`src/rtl/nor_seq_pkg.sv`:
```
package nor_seq_pkg;
  localparam int LANES  = 2;
  localparam int LANE_W = 16;
  localparam int DW     = LANES * LANE_W;

  typedef enum logic [1:0] {OP_PROBE = 2'd0, OP_ERASE = 2'd1, OP_PROG = 2'd2, OP_RSVD = 2'd3} op_e;

  typedef enum logic [3:0] {
    S_IDLE, S_ID_CMD, S_ID_MAN, S_ID_DEV, S_ERS_SET, S_ERS_CONF, S_PGM_SET,
    S_PGM_DATA, S_POLL_CMD, S_POLL_RD, S_RA_CMD, S_VERIFY, S_DONE
  } state_e;

  localparam logic [7:0] C_RD_ARRAY = 8'hFF;
  localparam logic [7:0] C_RD_ID    = 8'h90;
  localparam logic [7:0] C_ERS_SET  = 8'h20;
  localparam logic [7:0] C_CONFIRM  = 8'hD0;
  localparam logic [7:0] C_PGM_SET  = 8'h40;
  localparam logic [7:0] C_RD_STAT  = 8'h70;

  localparam int ST_RDY  = 7;
  localparam int ST_EERR = 5;
  localparam int ST_PERR = 4;

  localparam logic [DW-1:0] ID_MAN   = 32'h0089_0089;
  localparam logic [DW-1:0] ID_DEV_T = 32'h88F3_88F3;
  localparam logic [DW-1:0] ID_DEV_B = 32'h88F4_88F4;

  function automatic logic [DW-1:0] lanes_cmd(input logic [7:0] c);
    logic [DW-1:0] r;
    r = '0;
    for (int l = 0; l < LANES; l++) r[l*LANE_W +: 8] = c;
    return r;
  endfunction
endpackage

```
`src/rtl/nor_lane_status.sv`:
```
module nor_lane_status
  import nor_seq_pkg::*;
(
  input  logic [DW-1:0] word_i,
  output logic          all_ready_o,
  output logic          erase_err_o,
  output logic          prog_err_o
);
  logic [LANES-1:0] rdy, eerr, perr;

  for (genvar l = 0; l < LANES; l++) begin : g_lane
    assign rdy[l]  = word_i[l*LANE_W + ST_RDY];
    assign eerr[l] = word_i[l*LANE_W + ST_EERR];
    assign perr[l] = word_i[l*LANE_W + ST_PERR];
  end

  assign all_ready_o = &rdy;
  assign erase_err_o = |eerr;
  assign prog_err_o  = |perr;
endmodule

```
`src/rtl/nor_poll_timer.sv`:
```
module nor_poll_timer #(
  parameter int LIMIT = 4096
) (
  input  logic clk_i,
  input  logic rst_ni,
  input  logic clear_i,
  input  logic run_i,
  output logic expired_o
);
  localparam int CW = $clog2(LIMIT + 1);
  localparam logic [CW-1:0] LIM = CW'(LIMIT);

  logic [CW-1:0] cnt_q;

  always_ff @(posedge clk_i or negedge rst_ni) begin
    if (!rst_ni)                   cnt_q <= '0;
    else if (clear_i)              cnt_q <= '0;
    else if (run_i && cnt_q < LIM) cnt_q <= cnt_q + 1'b1;
  end

  assign expired_o = (cnt_q >= LIM);


  cnt_sat_chk: assert property (@(posedge clk_i) disable iff (!rst_ni) cnt_q <= LIM);
endmodule

```
`src/rtl/nor_cmd_seq.sv`:
```
module nor_cmd_seq
  import nor_seq_pkg::*;
#(
  parameter int ADDR_W     = 20,
  parameter int POLL_LIMIT = 4096
) (
  input  logic              clk_i,
  input  logic              rst_ni,
  input  logic              req_valid_i,
  output logic              req_ready_o,
  input  logic [1:0]        req_op_i,
  input  logic [ADDR_W-1:0] req_addr_i,
  input  logic [31:0]       req_data_i,
  output logic              rsp_valid_o,
  output logic              rsp_ok_o,
  output logic              rsp_timeout_o,
  output logic [ADDR_W-1:0] fl_addr_o,
  output logic [31:0]       fl_wdata_o,
  output logic              fl_we_o,
  output logic              fl_re_o,
  input  logic [31:0]       fl_rdata_i,
  input  logic              fl_wait_i
);
  state_e            state_q, state_d;
  op_e               op_q;
  logic [ADDR_W-1:0] addr_q;
  logic [DW-1:0]     data_q;
  logic              man_ok_q, dev_ok_q, st_err_q, to_q, ok_q;
  logic              xfer, accept, all_rdy, ers_err, pgm_err, expired;

  nor_lane_status u_stat (
    .word_i(fl_rdata_i), .all_ready_o(all_rdy), .erase_err_o(ers_err), .prog_err_o(pgm_err)
  );

  nor_poll_timer #(.LIMIT(POLL_LIMIT)) u_timer (
    .clk_i, .rst_ni,
    .clear_i(state_q == S_IDLE),
    .run_i(state_q == S_POLL_CMD || state_q == S_POLL_RD),
    .expired_o(expired)
  );

  assign req_ready_o   = (state_q == S_IDLE);
  assign accept        = req_valid_i && req_ready_o;
  assign rsp_valid_o   = (state_q == S_DONE);
  assign rsp_ok_o      = rsp_valid_o && ok_q;
  assign rsp_timeout_o = rsp_valid_o && to_q;
  assign xfer          = (fl_we_o || fl_re_o) && !fl_wait_i;

  // bus drive per state
  always_comb begin
    fl_we_o    = 1'b0;
    fl_re_o    = 1'b0;
    fl_addr_o  = addr_q;
    fl_wdata_o = '0;
    unique case (state_q)
      S_ID_CMD:   begin fl_we_o = 1'b1; fl_addr_o = '0; fl_wdata_o = lanes_cmd(C_RD_ID); end
      S_ID_MAN:   begin fl_re_o = 1'b1; fl_addr_o = '0; end
      S_ID_DEV:   begin fl_re_o = 1'b1; fl_addr_o = ADDR_W'(1); end
      S_ERS_SET:  begin fl_we_o = 1'b1; fl_wdata_o = lanes_cmd(C_ERS_SET); end
      S_ERS_CONF: begin fl_we_o = 1'b1; fl_wdata_o = lanes_cmd(C_CONFIRM); end
      S_PGM_SET:  begin fl_we_o = 1'b1; fl_wdata_o = lanes_cmd(C_PGM_SET); end
      S_PGM_DATA: begin fl_we_o = 1'b1; fl_wdata_o = data_q; end
      S_POLL_CMD: begin fl_we_o = 1'b1; fl_wdata_o = lanes_cmd(C_RD_STAT); end
      S_POLL_RD:  fl_re_o = 1'b1;
      S_RA_CMD: begin
        fl_we_o    = 1'b1;
        fl_wdata_o = lanes_cmd(C_RD_ARRAY);
        if (op_q == OP_PROBE) fl_addr_o = '0;
      end
      S_VERIFY:   fl_re_o = 1'b1;
      default: ;
    endcase
  end

  always_comb begin
    state_d = state_q;
    unique case (state_q)
      S_IDLE: if (accept) begin
        unique case (op_e'(req_op_i))
          OP_PROBE: state_d = S_ID_CMD;
          OP_ERASE: state_d = S_ERS_SET;
          OP_PROG:  state_d = S_PGM_SET;
          default:  state_d = S_DONE;
        endcase
      end
      S_ID_CMD:   if (xfer) state_d = S_ID_MAN;
      S_ID_MAN:   if (xfer) state_d = S_ID_DEV;
      S_ID_DEV:   if (xfer) state_d = S_RA_CMD;
      S_ERS_SET:  if (xfer) state_d = S_ERS_CONF;
      S_ERS_CONF: if (xfer) state_d = S_POLL_CMD;
      S_PGM_SET:  if (xfer) state_d = S_PGM_DATA;
      S_PGM_DATA: if (xfer) state_d = S_POLL_CMD;
      S_POLL_CMD: if (xfer) state_d = S_POLL_RD;
      S_POLL_RD:  if (xfer) state_d = (all_rdy || expired) ? S_RA_CMD : S_POLL_CMD;
      S_RA_CMD:   if (xfer) state_d = (op_q == OP_PROG && !to_q) ? S_VERIFY : S_DONE;
      S_VERIFY:   if (xfer) state_d = S_DONE;
      default:    state_d = S_IDLE;
    endcase
  end

  always_ff @(posedge clk_i or negedge rst_ni) begin
    if (!rst_ni) begin
      state_q  <= S_IDLE;
      op_q     <= OP_PROBE;
      addr_q   <= '0;
      data_q   <= '0;
      man_ok_q <= 1'b0;
      dev_ok_q <= 1'b0;
      st_err_q <= 1'b0;
      to_q     <= 1'b0;
      ok_q     <= 1'b0;
    end else begin
      state_q <= state_d;
      if (accept) begin
        op_q     <= op_e'(req_op_i);
        addr_q   <= req_addr_i;
        data_q   <= req_data_i;
        st_err_q <= 1'b0;
        to_q     <= 1'b0;
        ok_q     <= 1'b0;
      end
      if (xfer) begin
        unique case (state_q)
          S_ID_MAN: man_ok_q <= (fl_rdata_i == ID_MAN);
          S_ID_DEV: dev_ok_q <= (fl_rdata_i == ID_DEV_T) || (fl_rdata_i == ID_DEV_B);
          S_POLL_RD: begin
            if (all_rdy)      st_err_q <= (op_q == OP_ERASE) ? ers_err : pgm_err;
            else if (expired) to_q     <= 1'b1;
          end
          S_RA_CMD: begin
            if (op_q == OP_PROBE)      ok_q <= man_ok_q && dev_ok_q;
            else if (op_q == OP_ERASE) ok_q <= !to_q && !st_err_q;
          end
          S_VERIFY: ok_q <= !st_err_q && (fl_rdata_i == data_q);
          default: ;
        endcase
      end
    end
  end


  bus_hold_chk: assert property (@(posedge clk_i) disable iff (!rst_ni)
    (fl_we_o || fl_re_o) && fl_wait_i |=>
      $stable(fl_we_o) && $stable(fl_re_o) && $stable(fl_addr_o) && $stable(fl_wdata_o));

  busy_after_accept_chk: assert property (@(posedge clk_i) disable iff (!rst_ni)
    req_valid_i && req_ready_o |=> !req_ready_o);

  rsp_pulse_chk: assert property (@(posedge clk_i) disable iff (!rst_ni)
    rsp_valid_o |=> !rsp_valid_o && req_ready_o);

  timeout_fail_chk: assert property (@(posedge clk_i) disable iff (!rst_ni)
    rsp_timeout_o |-> !rsp_ok_o);

  ra_before_rsp_chk: assert property (@(posedge clk_i) disable iff (!rst_ni)
    rsp_valid_o && (op_q == OP_ERASE || op_q == OP_PROBE) |->
      $past(fl_we_o && !fl_wait_i && fl_wdata_o == lanes_cmd(C_RD_ARRAY)));

  no_bus_idle_chk: assert property (@(posedge clk_i) disable iff (!rst_ni)
    req_ready_o |-> !fl_we_o && !fl_re_o);
endmodule

```
`config.mk`:
```
export PLATFORM = sky130hd
export DESIGN_NAME = nor_cmd_seq
export DESIGN_NICKNAME = d
export VERILOG_FILES = /design/src/rtl/nor_seq_pkg.sv /design/src/rtl/nor_lane_status.sv /design/src/rtl/nor_poll_timer.sv /design/src/rtl/nor_cmd_seq.sv
export SDC_FILE = /design/constraint.sdc
export NUM_CORES = 1
export LEC_CHECK = 0
export ABC_AREA = 1
export BUFFER_PORTS_ARGS = -buffer_cell sky130_fd_sc_hd__buf_2
export CAP_MARGIN = 10
export CORE_UTILIZATION = 42
export CTS_CLUSTER_DIAMETER = 100
export DETAILED_ROUTE_END_ITERATION = 12
export PLACE_DENSITY = 0.72
export SYNTH_ARGS = -nofsm -noshare
export SYNTH_HDL_FRONTEND = slang
export SYNTH_HIERARCHICAL = 1
export SYNTH_SLANG_ARGS = --single-unit
```
`constraint.sdc`:
```
create_clock -name clk_i -period 3.8 [get_ports clk_i]
set_input_delay 0.76 -clock clk_i [delete_from_list [all_inputs] [get_ports clk_i]]
set_output_delay 0.76 -clock clk_i [all_outputs]
set_load 0.02 [all_outputs]
```
## Yosys cells after proc, flatten, opt, wreduce, memory -nomap -nowiden

Index checks and enable logic that the tools add are counted.

| storage, ports and cells | value |
|---|---|
| output and inout bits | 58 |
| input bits | 90 |
| bits in registers | 76 |

| operators by class | value |
|---|---|
| muxes and demuxes | 37 |
| equal/unequal tests | 31 |
| add/sub/neg operators | 1 |
| $lt $le $gt $ge | 2 |
| reduce and logical (&&, ||, !) cells | 30 |

Operators by type and width:

| operator | number |
|---|---|
| $pmux W32 S7 | 1 |
| $eq A32 B32 Y1 const B | 2 |
| $pmux W20 S3 | 1 |
| $mux W4 | 11 |
| $pmux W4 S11 | 1 |
| $eq A32 B24 Y1 const B | 1 |
| $eq A32 B32 Y1 | 1 |
| $mux W13 | 2 |
| $eq A4 B4 Y1 const B | 5 |
| $mux W20 | 1 |
| $ne A2 B2 Y1 const B | 9 |
| $eq A4 B3 Y1 const B | 4 |
| $mux W1 | 16 |
| $add A13 B1 Y13 const B | 1 |
| $ge A13 B13 Y1 const B | 1 |
| $lt A13 B13 Y1 const B | 1 |
| $pmux W4 S3 | 1 |
| $reduce_and A11 Y1 | 1 |
| $logic_and A1 B1 Y1 | 9 |
| $eq A4 B2 Y1 const B | 2 |
| $reduce_or A2 Y1 | 4 |
| $reduce_or A7 Y1 | 1 |
| $reduce_and A2 Y1 | 3 |
| $eq A2 B1 Y1 const B | 2 |
| other kinds (12) | 20 |

## Depth between registers and ports, before layout

| depth | value |
|---|---|
| word-level depth | 7 |
| gate-level depth with buffers | 12 |
| mapped depth without buffers | 12 |

## By module

The synthesis kept the hierarchy.

By module, submodules not included:

| module | times used | area each (µm²) | sequential area each (µm²) | cells each |
|---|---|---|---|---|
| nor_cmd_seq | 1 | 3,826.2 | 1,576.5 | 552 |
| nor_poll_timer | 1 | 813.3 | 325.3 | 106 |
| nor_lane_status | 1 | 30.0 | 0.0 | 8 |

## Worst setup path before layout

No wires, ideal clock.

| path | value |
|---|---|
| path kind | reg-to-output |
| from | register state_q[3] |
| to | output port fl_wdata_o[19] |
| data required time | 3,040 ps |
| path slack | 1,574 ps |
| arrival time | 1,466 ps |
| stages on the path, launching flop included | 7 |
| cells stage by stage | dfrtp_1 inv_2 nand2_1 nor2_1 inv_1 clkbuf_1 o21ai_0 |

| between the ends | value |
|---|---|
| longest elaborated chain between the ends | 2 |
| elaborated cells on any way between the ends | 8 |
| those cells by class | eq/ne (7); mux (1) |

RTL lines:

| what | line | text |
|---|---|---|
| start, declared | nor_cmd_seq.sv:24 | `state_e state_q, state_d;` |
| start signal, assigned | nor_cmd_seq.sv:113 | `state_q <= state_d;` |
| $eq A4 B4 Y1 (tied with other cells) | nor_cmd_seq.sv:55 | `unique case (state_q)` |
| $pmux W32 S7 * | nor_cmd_seq.sv:55 |  |
| end, declared | nor_cmd_seq.sv:18 | `output logic [31:0] fl_wdata_o,` |

Mark *: on every way between the ends. The rest lies on a longest branch, timed or not.

## Worst setup path in the final report

| path | value |
|---|---|
| from | register state_q[2] |
| to | output port fl_addr_o[0] |

| between the ends | value |
|---|---|
| longest elaborated chain between the ends | 3 |
| elaborated cells on any way between the ends | 6 |
| those cells by class | eq/ne (4); mux (1); reduce/logical (1) |

RTL lines:

| what | line | text |
|---|---|---|
| $eq A4 B2 Y1 / $eq A4 B1 Y1 (equally long branches) | nor_cmd_seq.sv:55 |  |
| $reduce_or A2 Y1 (no line) | - |  |
| $pmux W20 S3 * | nor_cmd_seq.sv:55 |  |
| end, declared | nor_cmd_seq.sv:17 | `output logic [ADDR_W-1:0] fl_addr_o,` |

Marks and branches as above.

==> results.md <==
- Outcome: completed
- Final Setup Violations: 0
- Number of synthesized flops with an enable pin: 0
- Sw Share: approximately 48%
- IO buf count: approximately 150
- Slew margin rel.: 36.7%
- # H-tree levels: 3
- Vias in the first global route: about 4,100
- Peak VDD IR: 0.377 mV
- First-pass GRT wire length: 19.6 mm
- Final max-slew violation count: 0
- Initial DRC count: between 300 and 400
- Fin nets: ~900
- Power Internal: 0.00205 W
- Die Ht: 107 microns
- Drt pass-1 iters: 5
- Cts bufs inserted: 9
- Clock power frac: 13.9%
- DIE AREA: between 10,000 and 15,000 sq um
- Crit path DAT: about 2200 ps
- Initial antenna violation count: 0
- Max Clock Skew: 6.18 ps
- Clock Latency Late Sink: 360 ps
- Synthesized cell area: roughly 4700 sq um
- Setup TNS after final layout: 0 ps
- Clk slew on worst S/H paths: 80 ps
- Total power: 0.00394 W
- Syn_area_per_cell: between 7 and 8 sq um
- CP required: 3040 ps
- Placed inst area: 5430 sq um
- Most used DFF post-synth: dfrtp_1
- RSZ-0062 raised after global routing: false
- Critical Path End Type: output pin
- Worst-path maximum fanout: 20
- DRC Markers: 0
- Placer Congestion: 0.886
- Tot GR Track Use: 22.1%
- Via count: 4,519
- Register bit total from synthesis: 76
- Leakage power: between 3 and 4 nW
- Layout cells sized above 1: 24.4%
- Hold_buf cts: 0
- Sequential Power Share: about a third
- Minimum clock period: 2960 ps
- Total gr overflow: 0
- Combinational share of power: 53.9%
- Asr flop ratio synth: 100%
- CP Launch Type: flop
- Worst Setup SP: state_q[2]$_DFFE_PN0P_
- RR Startpoint: state_q[0]$_DFFE_PN0P_
- Post-Syn Instances: 666
- # resized after CTS: 0
- HPWL after detailed placement: around 9 mm
- Final Hold Vio Count: 0
- Die width: between 100 and 150 microns
- Unique masters post-synth: 42
- Via-per-instance ratio: 4.76
- MaxCap Viol Count: 0
- # diodes: 0
- Post-CTS Setup Bufs: 0
- Std cell rows: 38
- CTS Root Cell: clkbuf_8
- Drt total wl: roughly 12 mm
- Post-route cell area: 5590 sq um
- Period utilisation layout: 78.0%
- Least-Margin Pin Slew: 949 ps
- CTS tree: yes
- Drt wl/cell: 12.8 microns
- Post-synth net total: approximately 760
- Fmax: roughly 0.34 GHz
- Sequential element share of the synthesized area: between 40% and 50%
- Initial Utilization: 43.1%
- Core region area: around 11,000 sq um
- Ys Warns: 6
- Fillers: 1,083
- Min-delay worst type: flop to flop
- Pwr Density: ~700 nW/um^2
- Area Overhead vs Synth: 19.8%
- Largest net degree at the start of global routing: 77
- Clk sinks: 76
- Clock Tree Buf Depth: 2
- Net switching power: 0.00189 W
- Final ANT Viol Nets: 0
- Hold Crit Start: man_ok_q$_DFFE_PN0P_
- # IOs: between 100 and 150
- Worst setup path class: flop to output pin
-- flip-flops by register name, summed over array words and instances, names as in the netlist, 2 cells and up --
register       flops
op_q               2
state_q            4
u_timer/cnt_q     13
addr_q            20
data_q            32
-- critical path: stages, from the launching register on --
cell and delay (ps):
dfrtp_1 430, inv_2 100, nand2_2 120, inv_2 110, nand2_1 320, nor2_1 190
a21oi_1 60, buf_4 220, o21ai_1 120, buf_2 170
-- cell families (layout without fill, tap and decap cells) --
logic type               after synthesis  after routing  synth area share, %
adder cells (fa/ha/maj)                2              2                0.536
AO/OA/AOI/OAI                        111            111                 12.8
XOR/XNOR                               8              8                 1.50
AND/OR/NAND/NOR                      325            325                 30.3
multiplexers                           3              3                0.857
buffers and inverters                141            285                 13.3
flip-flops                            76             76                 40.7
-- power by group through the flow --
stage / sequential [W] / clock [W] / combinational, W
final: 0.00127 / 0.000545 / 0.00212
after detailed placement: 0.00128 / 0 / 0.00213
after global placement: 0.00127 / 0 / 0.00211
after global routing: 0.00130 / 0.000592 / 0.00239
after floorplan: 0.00124 / 0 / 0.00162
after CTS: 0.00127 / 0.000565 / 0.00214
-- area by class of cell --
type / instances / area (sq um) / area share (%)
clock buffer: 14 / 153 / 2.73
clock inverter: 2 / 10.0 / 0.179
inverter: 120 / 452 / 8.08
multi-input combinational: 449 / 2150 / 38.4
sequential: 76 / 1900 / 34.0
tap: 140 / 175 / 3.13
timing repair buffer: 149 / 753 / 13.5
-- final timing paths --
kind | end | slack [ps] | depth (start not counted)
max in group asynchronous | data_q[0]$_DFFE_PN0P_ | 2640 | 1
worst max-delay path | fl_addr_o[0] | 840 | 9
worst min-delay path | man_ok_q$_DFFE_PN0P_ | 500 | 2
min in group asynchronous | data_q[29]$_DFFE_PN0P_ | 550 | 1
worst max register to register | addr_q[13]$_DFFE_PN0P_ | 1620 | 7
worst min register to register | man_ok_q$_DFFE_PN0P_ | 500 | 2
-- cells in the final DEF, fill, tap and decap left out, types with 3 or more instances in the layout --
| cell type | count |
|---|---|
| nor2_4 | 3 |
| buf_4 | 3 |
| nand2_4 | 4 |
| o21ai_0 | 33 |
| nand2_1 | 127 |
| nand4_1 | 10 |
| inv_2 | 6 |
| clkbuf_8 | 10 |
| o21ai_1 | 4 |
| xnor2_1 | 8 |
| a21oi_1 | 59 |
| inv_1 | 113 |
| nor2_2 | 5 |
| nor4_1 | 3 |
| buf_2 | 146 |
| dfrtp_1 | 76 |
| clkinv_2 | 3 |
| nor3_1 | 7 |
| o211ai_1 | 5 |
| nand2_2 | 6 |
| nand3_1 | 19 |
| nor2_1 | 133 |
| clkbuf_1 | 4 |
-- routing by layer --
metal	wire length [microns]	vias to the layer above	track usage (%)
met5	0	-	0
li1	-	2341	-
met3	696	16	3.51
met4	223	0	7.73
met1	5480	2027	28.6
met2	5750	135	37.3
-- synth_stat cells (all sizes together), types with 4 or more instances --
cell | instances | area, sq um
nor2 | 142 | 584
nand2 | 137 | 559
dfrtp | 76 | 1900
nand3 | 20 | 105
inv | 119 | 447
o211ai | 5 | 37.5
nand4 | 10 | 62.6
clkbuf | 4 | 15.0
o21ai | 38 | 194
a21oi | 60 | 304
xnor2 | 8 | 70.1
buf | 17 | 153
nor3 | 8 | 45.0
-- per-stage QoR --
| step | util, % | std cells | hold WS (ps) | setup WS [ps] |
|---|---|---|---|---|
| final | 51.6 | 950 | 503 | 838 |
| after global routing | 51.6 | 950 | 530 | 641 |
| after CTS | 51.6 | 950 | 502 | 806 |
| after detailed placement | 50.1 | 934 | 479 | 1190 |
| after global placement | 50.1 | 934 | 484 | 1270 |
| after floorplan | - | 666 | 450 | 1570 |
Note: power is estimated with default switching activity, not from simulation.
